## src/rtl/pinred_pkg.sv

```systemverilog
package pinred_pkg;

    typedef enum logic [1:0] {
        SM_FREE       = 2'b00,
        SM_DELTA      = 2'b01,
        SM_TRIG       = 2'b10,
        SM_TRIG_DELTA = 2'b11
    } start_mode_e;

    typedef enum logic {
        PH_IDLE  = 1'b0,
        PH_SHIFT = 1'b1
    } phase_e;

    localparam logic [1:0] CFG_SERIAL = 2'b01;
    localparam int         MIN_FRAME  = 4;

    // Clamp a requested frame length into the legal window.
    function automatic int clamp_frame(input int raw, input int max_w);
        if (raw < MIN_FRAME) return MIN_FRAME;
        if (raw > max_w)     return max_w;
        return raw;
    endfunction

    // Cycles per serial clock level for a given divisor.
    function automatic int half_of(input int div);
        int h;
        h = div / 2;
        return (h < 1) ? 1 : h;
    endfunction

endpackage

```

## src/rtl/pinred_start_ctl.sv

```systemverilog
module pinred_start_ctl
    import pinred_pkg::*;
#(
    parameter int MAX_W = 16
) (
    input  logic             clk,
    input  logic             rst,
    input  logic             enable,
    input  start_mode_e      mode,
    input  logic [MAX_W-1:0] word,
    input  logic             trig,
    input  logic             idle,
    output logic             start
);

    logic             trig_q;
    logic [MAX_W-1:0] last_word;
    logic             trig_rise;
    logic             delta;
    logic             cond;

    always_ff @(posedge clk) begin
        if (rst) begin
            trig_q    <= 1'b0;
            last_word <= '0;
        end else begin
            trig_q <= trig;
            if (start) last_word <= word;
        end
    end

    always_comb begin
        trig_rise = trig & ~trig_q;
        delta     = (word != last_word);
        unique case (mode)
            SM_FREE:       cond = 1'b1;
            SM_DELTA:      cond = delta;
            SM_TRIG:       cond = trig_rise;
            SM_TRIG_DELTA: cond = trig_rise & delta;
            default:       cond = 1'b0;
        endcase
        start = enable & idle & cond;
    end

endmodule

```

## src/rtl/pinred_sck_gen.sv

```systemverilog
module pinred_sck_gen #(
    parameter int DIV_W = 8
) (
    input  logic             clk,
    input  logic             rst,
    input  logic             run,
    input  logic [DIV_W-1:0] half,
    output logic             sck,
    output logic             rise_evt,
    output logic             fall_evt
);

    logic [DIV_W-1:0] cnt;
    logic             wrap;

    always_comb begin
        wrap     = run && (cnt == half - DIV_W'(1));
        rise_evt = wrap & ~sck;
        fall_evt = wrap & sck;
    end

    always_ff @(posedge clk) begin
        if (rst || !run) begin
            cnt <= '0;
            sck <= 1'b0;
        end else if (wrap) begin
            cnt <= '0;
            sck <= ~sck;
        end else begin
            cnt <= cnt + DIV_W'(1);
        end
    end

endmodule

```

## src/rtl/pinred_shift_core.sv

```systemverilog
module pinred_shift_core
    import pinred_pkg::*;
#(
    parameter int MAX_W = 16,
    parameter int LEN_W = 5,
    parameter int DIV_W = 8
) (
    input  logic             clk,
    input  logic             rst,
    input  logic             start,
    input  logic [MAX_W-1:0] word,
    input  logic [LEN_W-1:0] len,
    input  logic [DIV_W-1:0] half_in,
    input  logic             rise_evt,
    input  logic             fall_evt,
    input  logic             sin,
    output logic             run,
    output logic             idle,
    output logic [DIV_W-1:0] half_q,
    output logic             cs_n,
    output logic             sout,
    output logic [MAX_W-1:0] par_out
);

    phase_e           phase;
    logic [MAX_W-1:0] tx_sh;
    logic [MAX_W-1:0] rx_sh;
    logic [MAX_W-1:0] aligned;
    logic [LEN_W-1:0] bits_left;

    // Move the first bit of the frame to the top of the shifter.
    always_comb begin
        aligned = word << (MAX_W - int'(len));
        run     = (phase == PH_SHIFT);
        idle    = (phase == PH_IDLE);
    end

    always_ff @(posedge clk) begin
        if (rst) begin
            phase     <= PH_IDLE;
            tx_sh     <= '0;
            rx_sh     <= '0;
            bits_left <= '0;
            half_q    <= DIV_W'(1);
            cs_n      <= 1'b1;
            sout      <= 1'b0;
            par_out   <= '0;
        end else begin
            unique case (phase)
                PH_IDLE: begin
                    if (start) begin
                        phase     <= PH_SHIFT;
                        cs_n      <= 1'b0;
                        sout      <= aligned[MAX_W-1];
                        tx_sh     <= aligned << 1;
                        rx_sh     <= '0;
                        bits_left <= len;
                        half_q    <= half_in;
                    end
                end
                PH_SHIFT: begin
                    if (rise_evt) begin
                        rx_sh     <= {rx_sh[MAX_W-2:0], sin};
                        bits_left <= bits_left - LEN_W'(1);
                    end else if (fall_evt) begin
                        if (bits_left == '0) begin
                            phase   <= PH_IDLE;
                            cs_n    <= 1'b1;
                            sout    <= 1'b0;
                            par_out <= rx_sh;
                        end else begin
                            sout  <= tx_sh[MAX_W-1];
                            tx_sh <= tx_sh << 1;
                        end
                    end
                end
                default: phase <= PH_IDLE;
            endcase
        end
    end

endmodule

```

## src/rtl/pinred_master.sv

```systemverilog
module pinred_master
    import pinred_pkg::*;
#(
    parameter  int MAX_W = 16,
    parameter  int DIV_W = 8,
    localparam int LEN_W = $clog2(MAX_W + 1)
) (
    input  logic             clk,
    input  logic             rst,
    input  logic [1:0]       cfg_sel,
    input  logic [1:0]       start_sel,
    input  logic [LEN_W-1:0] frame_len,
    input  logic [DIV_W-1:0] clk_div,
    input  logic [MAX_W-1:0] par_in,
    input  logic             trig_in,
    input  logic             sin,
    output logic             sck,
    output logic             sout,
    output logic             cs_n,
    output logic [MAX_W-1:0] par_out
);

    typedef struct packed {
        logic             en;
        logic [LEN_W-1:0] len;
        logic [DIV_W-1:0] half;
    } frame_cfg_t;

    frame_cfg_t       cfg;
    logic [MAX_W-1:0] word_m;
    logic             start;
    logic             idle;
    logic             run;
    logic             rise_evt;
    logic             fall_evt;
    logic [DIV_W-1:0] half_q;

    always_comb begin
        cfg.en   = (cfg_sel == CFG_SERIAL);
        cfg.len  = LEN_W'(clamp_frame(int'(frame_len), MAX_W));
        cfg.half = DIV_W'(half_of(int'(clk_div)));
        for (int i = 0; i < MAX_W; i++) begin
            word_m[i] = par_in[i] & (i < int'(cfg.len));
        end
    end

    pinred_start_ctl #(.MAX_W(MAX_W)) u_start (
        .clk    (clk),
        .rst    (rst),
        .enable (cfg.en),
        .mode   (start_mode_e'(start_sel)),
        .word   (word_m),
        .trig   (trig_in),
        .idle   (idle),
        .start  (start)
    );

    pinred_sck_gen #(.DIV_W(DIV_W)) u_sck (
        .clk      (clk),
        .rst      (rst),
        .run      (run),
        .half     (half_q),
        .sck      (sck),
        .rise_evt (rise_evt),
        .fall_evt (fall_evt)
    );

    pinred_shift_core #(.MAX_W(MAX_W), .LEN_W(LEN_W), .DIV_W(DIV_W)) u_core (
        .clk      (clk),
        .rst      (rst),
        .start    (start),
        .word     (word_m),
        .len      (cfg.len),
        .half_in  (cfg.half),
        .rise_evt (rise_evt),
        .fall_evt (fall_evt),
        .sin      (sin),
        .run      (run),
        .idle     (idle),
        .half_q   (half_q),
        .cs_n     (cs_n),
        .sout     (sout),
        .par_out  (par_out)
    );

endmodule

```

## config.mk

```make
export PLATFORM = sky130hd
export DESIGN_NAME = pinred_master
export DESIGN_NICKNAME = d
export VERILOG_FILES = /design/src/rtl/pinred_pkg.sv /design/src/rtl/pinred_start_ctl.sv /design/src/rtl/pinred_sck_gen.sv /design/src/rtl/pinred_shift_core.sv /design/src/rtl/pinred_master.sv
export SDC_FILE = /design/constraint.sdc
export NUM_CORES = 1
export LEC_CHECK = 0
export BUFFER_PORTS_ARGS = -buffer_cell sky130_fd_sc_hd__buf_2
export CAP_MARGIN = 20
export CORE_UTILIZATION = 35
export CTS_BUF_LIST = sky130_fd_sc_hd__clkbuf_2
export CTS_CLUSTER_SIZE = 14
export DETAILED_ROUTE_END_ITERATION = 6
export HOLD_SLACK_MARGIN = 0.06
export PLACE_DENSITY_LB_ADDON = 0.15
export SYNTH_ARGS = -nofsm -noshare
export SYNTH_HDL_FRONTEND = slang
export SYNTH_SLANG_ARGS = --single-unit
```

## constraint.sdc

```tcl
create_clock -name clk -period 3.8 [get_ports clk]
set_clock_uncertainty 0.1 [all_clocks]
set_input_delay 0.57 -clock clk [delete_from_list [all_inputs] [get_ports clk]]
set_output_delay 0.57 -clock clk [all_outputs]
set_load 0.02 [all_outputs]
```

# ---- Word level (Yosys, flattened, before mapping)
# Index checks and enable logic that the tools add are counted.
dict set report word_totals {
  register_bits 90
}
dict set report classes {
  shift 1
  order_cmp 19
  mux 35
  n_eq_ne 12
  addsub 4
  n_reduce_logical 12
  bitwise 26
}
# op n
set ops {}
lappend ops {{$mux 16} 6}
lappend ops {{$pmux 16 s2} 2}
lappend ops {{$lt 4x5->1 const A} 8}
lappend ops {{$shl 16x32->16} 1}
lappend ops {{$mux 5} 5}
lappend ops {{$and 1x1->1} 22}
lappend ops {{$lt 3x5->1 const A} 4}
lappend ops {{$ne 16x16->1} 1}
lappend ops {{$mux 1} 15}
lappend ops {{$ne 2x2->1 const B} 6}
lappend ops {{$reduce_and 4->1} 3}
lappend ops {{$lt 1x5->1 const A} 2}
lappend ops {{$lt 2x5->1 const A} 2}
lappend ops {{$pmux 5 s2} 1}
lappend ops {{$add 8x1->8 const B} 1}
lappend ops {{$eq 8x8->1} 1}
lappend ops {{$sub 8x1->8 const B} 1}
lappend ops {{$lt 7x1->1 const B} 1}
lappend ops {{$mux 7} 1}
lappend ops {{$pmux 1 s2} 3}
lappend ops {{$sub 5x5->6 const A} 1}
lappend ops {{$gt 5x5->1 const B} 1}
lappend ops {{$logic_not 5->1} 1}
lappend ops {{$lt 5x3->1 const B} 1}
lappend ops {{13 further kinds} 19}

# ---- Logic depth before layout (Yosys ltp)
dict set report logic_depth {
  depth_word 13
  depth_mapped 15
}

# ---- Modules after synthesis
# A second synthesis with hierarchy kept.
dict set report unflattened {
  cells_unflattened 686
  hier_area_um2 5729.2
}
# module area_per_inst_um2 cells_per_inst seq_area_each_um2 n_inst
set by_module_without_submodules {}
lappend by_module_without_submodules {pinred_shift_core 3424.5 399 1261.2 1}
lappend by_module_without_submodules {pinred_start_ctl 1386.3 158 340.3 1}
lappend by_module_without_submodules {pinred_sck_gen 618.1 76 180.2 1}
lappend by_module_without_submodules {pinred_master 300.3 53 0.0 1}

# ---- Worst setup path before layout
# Ideal clock, no wire load.
dict set report synth_path {
  path_kind {input port to flip-flop}
  from {input frame_len[4]}
  to {register u_core.tx_sh[7]}
  stages 12
  n_path_buf 6
  t_arrival_ns 3.236
  path_slack_ns 0.342
  path_cell_list {buf_6 > buf_2 > clkbuf_1 > clkbuf_1 > nor2b_1 > o21ai_0 > ha_1 > buf_1 > clkbuf_1 > mux2i_1 > nor2_1 > o311a_1}
}
dict set report synth_via {
  elab_chain_len 13
  word_cells_on_any_way 51
  classes_between {add/sub: 1; order compare: 18; eq/ne: 2; shift: 1; mux: 10; bitwise: 18; reduce/logical: 1}
}
# element line
set synth_rtl {}
lappend synth_rtl {{start: declaration} pinred_master.sv:12} ;# input logic [LEN_W-1:0] frame_len,
lappend synth_rtl {{$gt 5x5->1 / $lt 5x3->1 (equally long branches)} {pinred_pkg.sv:21, pinred_pkg.sv:20}}
lappend synth_rtl {{$mux 1 / $mux 3 (equally long branches)} {pinred_pkg.sv:21, pinred_pkg.sv:20}}
lappend synth_rtl {{$mux 1 / $mux 5 (equally long branches)} pinred_pkg.sv:21} ;# if (raw > max_w) return max_w;
lappend synth_rtl {{$mux 5} pinred_pkg.sv:22} ;# return raw;
lappend synth_rtl {{$mux 5 (*)} pinred_pkg.sv:21}
lappend synth_rtl {{$lt 1x5->1 (tied with other cells)} pinred_master.sv:43} ;# word_m[i] = par_in[i] & (i < int'(cfg.len));
lappend synth_rtl {{$and 1x1->1} pinred_master.sv:43}
lappend synth_rtl {{$ne 16x16->1} pinred_start_ctl.sv:34} ;# delta = (word != last_word);
lappend synth_rtl {{$and 1x1->1} pinred_start_ctl.sv:39} ;# SM_TRIG_DELTA: cond = trig_rise & delta;
lappend synth_rtl {{$pmux 1 s4} pinred_start_ctl.sv:35} ;# unique case (mode)
lappend synth_rtl {{$and 1x1->1} pinred_start_ctl.sv:42} ;# start = enable & idle & cond;
lappend synth_rtl {{$ne 2x2->1 (no source line)} n/a}
lappend synth_rtl {{$reduce_and 4->1 (no source line)} n/a}
lappend synth_rtl {{end signal: assignment} pinred_shift_core.sv:55} ;# tx_sh <= aligned << 1;
lappend synth_rtl {{end signal: assignment} pinred_shift_core.sv:73} ;# tx_sh <= tx_sh << 1;
lappend synth_rtl {{end: declaration} pinred_shift_core.sv:26} ;# logic [MAX_W-1:0] tx_sh;
# Mark *: on every way between the ends. The rest lies on a longest branch, timed or not. The select of a mux whose other input is x is not followed.
# A chain may end at the register's enable or synchronous reset.

# ---- Final worst setup path
dict set report layout_path {
  from {register u_core.half_q[0]}
  to {register u_core.tx_sh[4]}
}
dict set report layout_via {
  elab_chain_len 6
  word_cells_on_any_way 8
  classes_between {add/sub: 1; eq/ne: 3; bitwise: 2; reduce/logical: 2}
}
# element line
set layout_rtl {}
lappend layout_rtl {{start: declaration} pinred_shift_core.sv:19} ;# output logic [DIV_W-1:0] half_q,
lappend layout_rtl {{start signal: assignment} pinred_shift_core.sv:58} ;# half_q <= half_in;
lappend layout_rtl {{$sub 8x1->8 (*)} pinred_sck_gen.sv:17} ;# wrap = run && (cnt == half - DIV_W'(1));
lappend layout_rtl {{$eq 8x8->1 (*)} pinred_sck_gen.sv:17}
lappend layout_rtl {{$logic_and 1x1->1 (*)} pinred_sck_gen.sv:17}
lappend layout_rtl {{$and 1x1->1 (on tied branches)} {pinred_sck_gen.sv:19, pinred_sck_gen.sv:18}}
lappend layout_rtl {{$ne 2x2->1 (no source line)} n/a}
lappend layout_rtl {{$reduce_and 4->1 (no source line) (*)} n/a}
# Mark *: on every way between the ends. The rest lies on a longest branch, timed or not.

==> impl_metrics.tcl <==
set metrics [dict create \
    synth_area_per_cell_um2 8.43 \
    dr_wl_met3_um 634 \
    cp_top_family "simple AND/OR/NAND/NOR gates" \
    synth_area_leader_cell "dfxtp_1" \
    worstRegToRegCells 10 \
    grt_pass1_wl_mm 21.7 \
    finalSetupViolations 0 \
    drive_gt1_frac 0.190 \
    p_leak_nw 2.17 \
    drtAntennaViolNets 0 \
    maxCapViolCount 0 \
    detail_route.wl_per_cell_um 15.8 \
    start_kind "flip-flop" \
    worstHoldPathType "in2reg" \
    multi_input_area_um2 3140 \
    grt_max_degree 75 \
    area_delta_synth_final_pct 10.1 \
    r2r_end "u_core.tx_sh[4]$_SDFFE_PP0P_" \
    clk_transition_reported_paths_ps 250 \
    met1_length_mm 6.56 \
    synth_area_um2 5200 \
    rows 44 \
    clockRootBuffer "clkbuf_2" \
    outcome "completed" \
    stdcell_count 847 \
    top_layer_used "met4" \
    slew_headroom 0.426 \
    fmax_mhz 331 \
    syn_inst 617 \
    fill_cells 1524 \
    rsz0062_at_grt "false" \
    ys_types 78 \
    crit_chain "inv_1 -> ha_1 -> or3b_4 -> or3_1 -> a32oi_2 -> o211ai_4 -> nor3b_4 -> buf_4 -> nor3_1 -> a311oi_2" \
    ir_drop_mv 0.232 \
    dpl.cell_count 830 \
    post-route-min-period_ps 3020 \
    dr_total_vias 4707 \
    cts_buffers 9 \
    crit_fanout 9 \
    synth_warnings 0 \
    r2r_slack_ps 780 \
    cp_num_buf_inv 2 \
    clkSinkCount 88 \
    end_kind "flip-flop" \
    die_area_um2 15300 \
    seq_area_um2 1760 \
    dp_hpwl_mm 9.51 \
    start_util 0.358 \
    synth_top_area_frac 0.339 \
    syn_nets 659 \
    layout.nets 700 \
    ys_async_sr_fraction 0 \
    first_pass_iters 4 \
    synth_sequential_area_ratio 0.339 \
    crit_type "reg2reg" \
    slowest_stage "dfxtp_1" \
    grt_usage 0.180 \
    crit_arrival_ps 3440 \
    via_per_inst 5.56 \
    tightest_slew_ps 861 \
    antenna_found_initial 0 \
    drt_wl_total_mm 13.4 \
    port_buffers 54 \
    preCtsSetupSlack_ps 389 \
    coreArea_um2 14500 \
    wl_met2_mm 6.03 \
    grt_overflow_total 0 \
    dieWidth_um 124 \
    antenna_cells 0 \
    required_ps 4210 \
    die_h_um 124 \
    slowest_delay_ps 420 \
    period_share 0.795 \
    final_hold_viol_count 0 \
    route.detailed.drc 0 \
    synthFlopType "dfxtp_1" \
    hp-start "clk_div[2]" \
    whs_path_depth 3 \
    synth_seq_cells 88 \
    cts_resized 0 \
    grt_pass1_vias 4354 \
    clk_latency_ps 580 \
    gp_congestion 0.812 \
    setup_tns_ps 0 \
    synth-edff-count 0 \
    startpoint "u_core.half_q[0]$_SDFFE_PP1P_" \
    cellPowerDensity_nw_per_um2 320 \
    setup_ws_ps 778 \
    cts_tree "built" \
    whs_endpoint "u_core.half_q[1]$_SDFFE_PP0P_" \
    fin_area_um2 5720 \
    io_pins 56 \
    yosys-top-cells-count "dfxtp_1 (88), nor2_1 (88), nand2_1 (44), mux2i_1 (40), o21ai_0 (32)" \
    yosys-top-cells-area "dfxtp_1 (34%), mux2i_1 (7.7%), nor2_1 (6.4%), nand2_1 (3.2%), o21ai_0 (3.1%)" \
    finalMaxSlewViolations 0 \
    drt-initial-drc-count 311 \
    htree_levels 3 \
    postPlaceCellArea_um2 5620 \
    reg2reg_from "u_core.half_q[0]$_SDFFE_PP1P_" \
    clock_path_buffers 2 \
]
[report_power, final]
part	switching, mW	internal (mW)
logic	0.267	0.167
clock network	0.338	0.0873
registers	0.0205	0.953
total	0.625	1.21
[layout by cell type, fill, tap and decap left out, drive strengths merged, types with 5 or more instances in the layout]
| cell type | instances |
|---|---|
| nor3 | 19 |
| nand3 | 20 |
| or2 | 5 |
| nor2 | 88 |
| mux2i | 40 |
| a31oi | 16 |
| nand3b | 6 |
| o211ai | 7 |
| o21ai | 35 |
| clkinv | 6 |
| ha | 5 |
| clkbuf | 9 |
| dfxtp | 88 |
| inv | 19 |
| or3 | 12 |
| a21oi | 30 |
| a211oi | 8 |
| and4 | 17 |
| xnor2 | 15 |
| buf | 74 |
| nand2 | 44 |
| nand2b | 5 |
| xor2 | 8 |
[per-stage QoR]
step	power [mW]	hold slack (ps)	utilization
finish	1.83	131	0.394
CTS	1.86	68.4	0.394
detailed placement	1.42	346	0.387
global placement	1.41	340	0.387
global route	1.94	68.0	0.394
floorplan	1.30	326	-
[logic make-up (layout without fill, tap and decap cells)]
family / Yosys count / count (layout) / synth area share
muxes: 48 / 48 / 0.103
DFF: 88 / 88 / 0.339
xor gates and xnor gates: 23 / 23 / 0.0387
and+or+nand+nor: 250 / 250 / 0.251
adders and majority gates: 5 / 5 / 0.0120
buffers and inverters: 63 / 109 / 0.0599
AOI/OAI and AO/OA: 140 / 140 / 0.197
[registers in the layout, indices dropped and copies added, names as in the netlist, 5 cells and up]
signal	flops
u_core.par_out	16
u_core.rx_sh	16
u_start.last_word	16
u_core.tx_sh	15
u_sck.cnt	8
u_core.half_q	7
u_core.bits_left	5
[final cells by class]
cell class / count / share of cell area
Clock buffer: 9 / 0.00787
Clock inverter: 7 / 0.00787
Inverter: 18 / 0.0118
Multi-Input combinational cell: 466 / 0.549
Sequential cell: 88 / 0.308
Tap cell: 184 / 0.0402
Timing Repair Buffer: 75 / 0.0752
[repair_timing]
action | CTS | global route
hold endpoints to repair | 1 | 0
hold buffers | 1 | 0
buffers inserted | 0 | 0
[how the worst max path moves through the flow]
stage	end	slack, ps	cells after the start
after floorplan	u_core.tx_sh[7]$_SDFFE_PP0P_	340	12
after global placement	u_core.tx_sh[13]$_SDFFE_PP0P_	420	11
after detailed placement	u_core.tx_sh[13]$_SDFFE_PP0P_	390	11
after CTS	u_core.bits_left[3]$_SDFFE_PP0P_	730	11
after global routing	u_core.tx_sh[4]$_SDFFE_PP0P_	520	10
final	u_core.tx_sh[4]$_SDFFE_PP0P_	780	10
[worst register-to-register path, stage by stage (launching register included)]
cell,delay (ps)
dfxtp_1,420
inv_1,100
ha_1,180
or3b_4,400
or3_1,390
a32oi_2,250
o211ai_4,170
nor3b_4,410
buf_4,250
nor3_1,70
a311oi_2,260
[layer usage]
layer / track usage / vias to the layer above
met4: 0.0446 / 0
li1: - / 2332
met3: 0.0426 / 12
met5: 0 / -
met2: 0.289 / 96
met1: 0.243 / 2267
No activity file was read; power rests on OpenSTA's default activity.
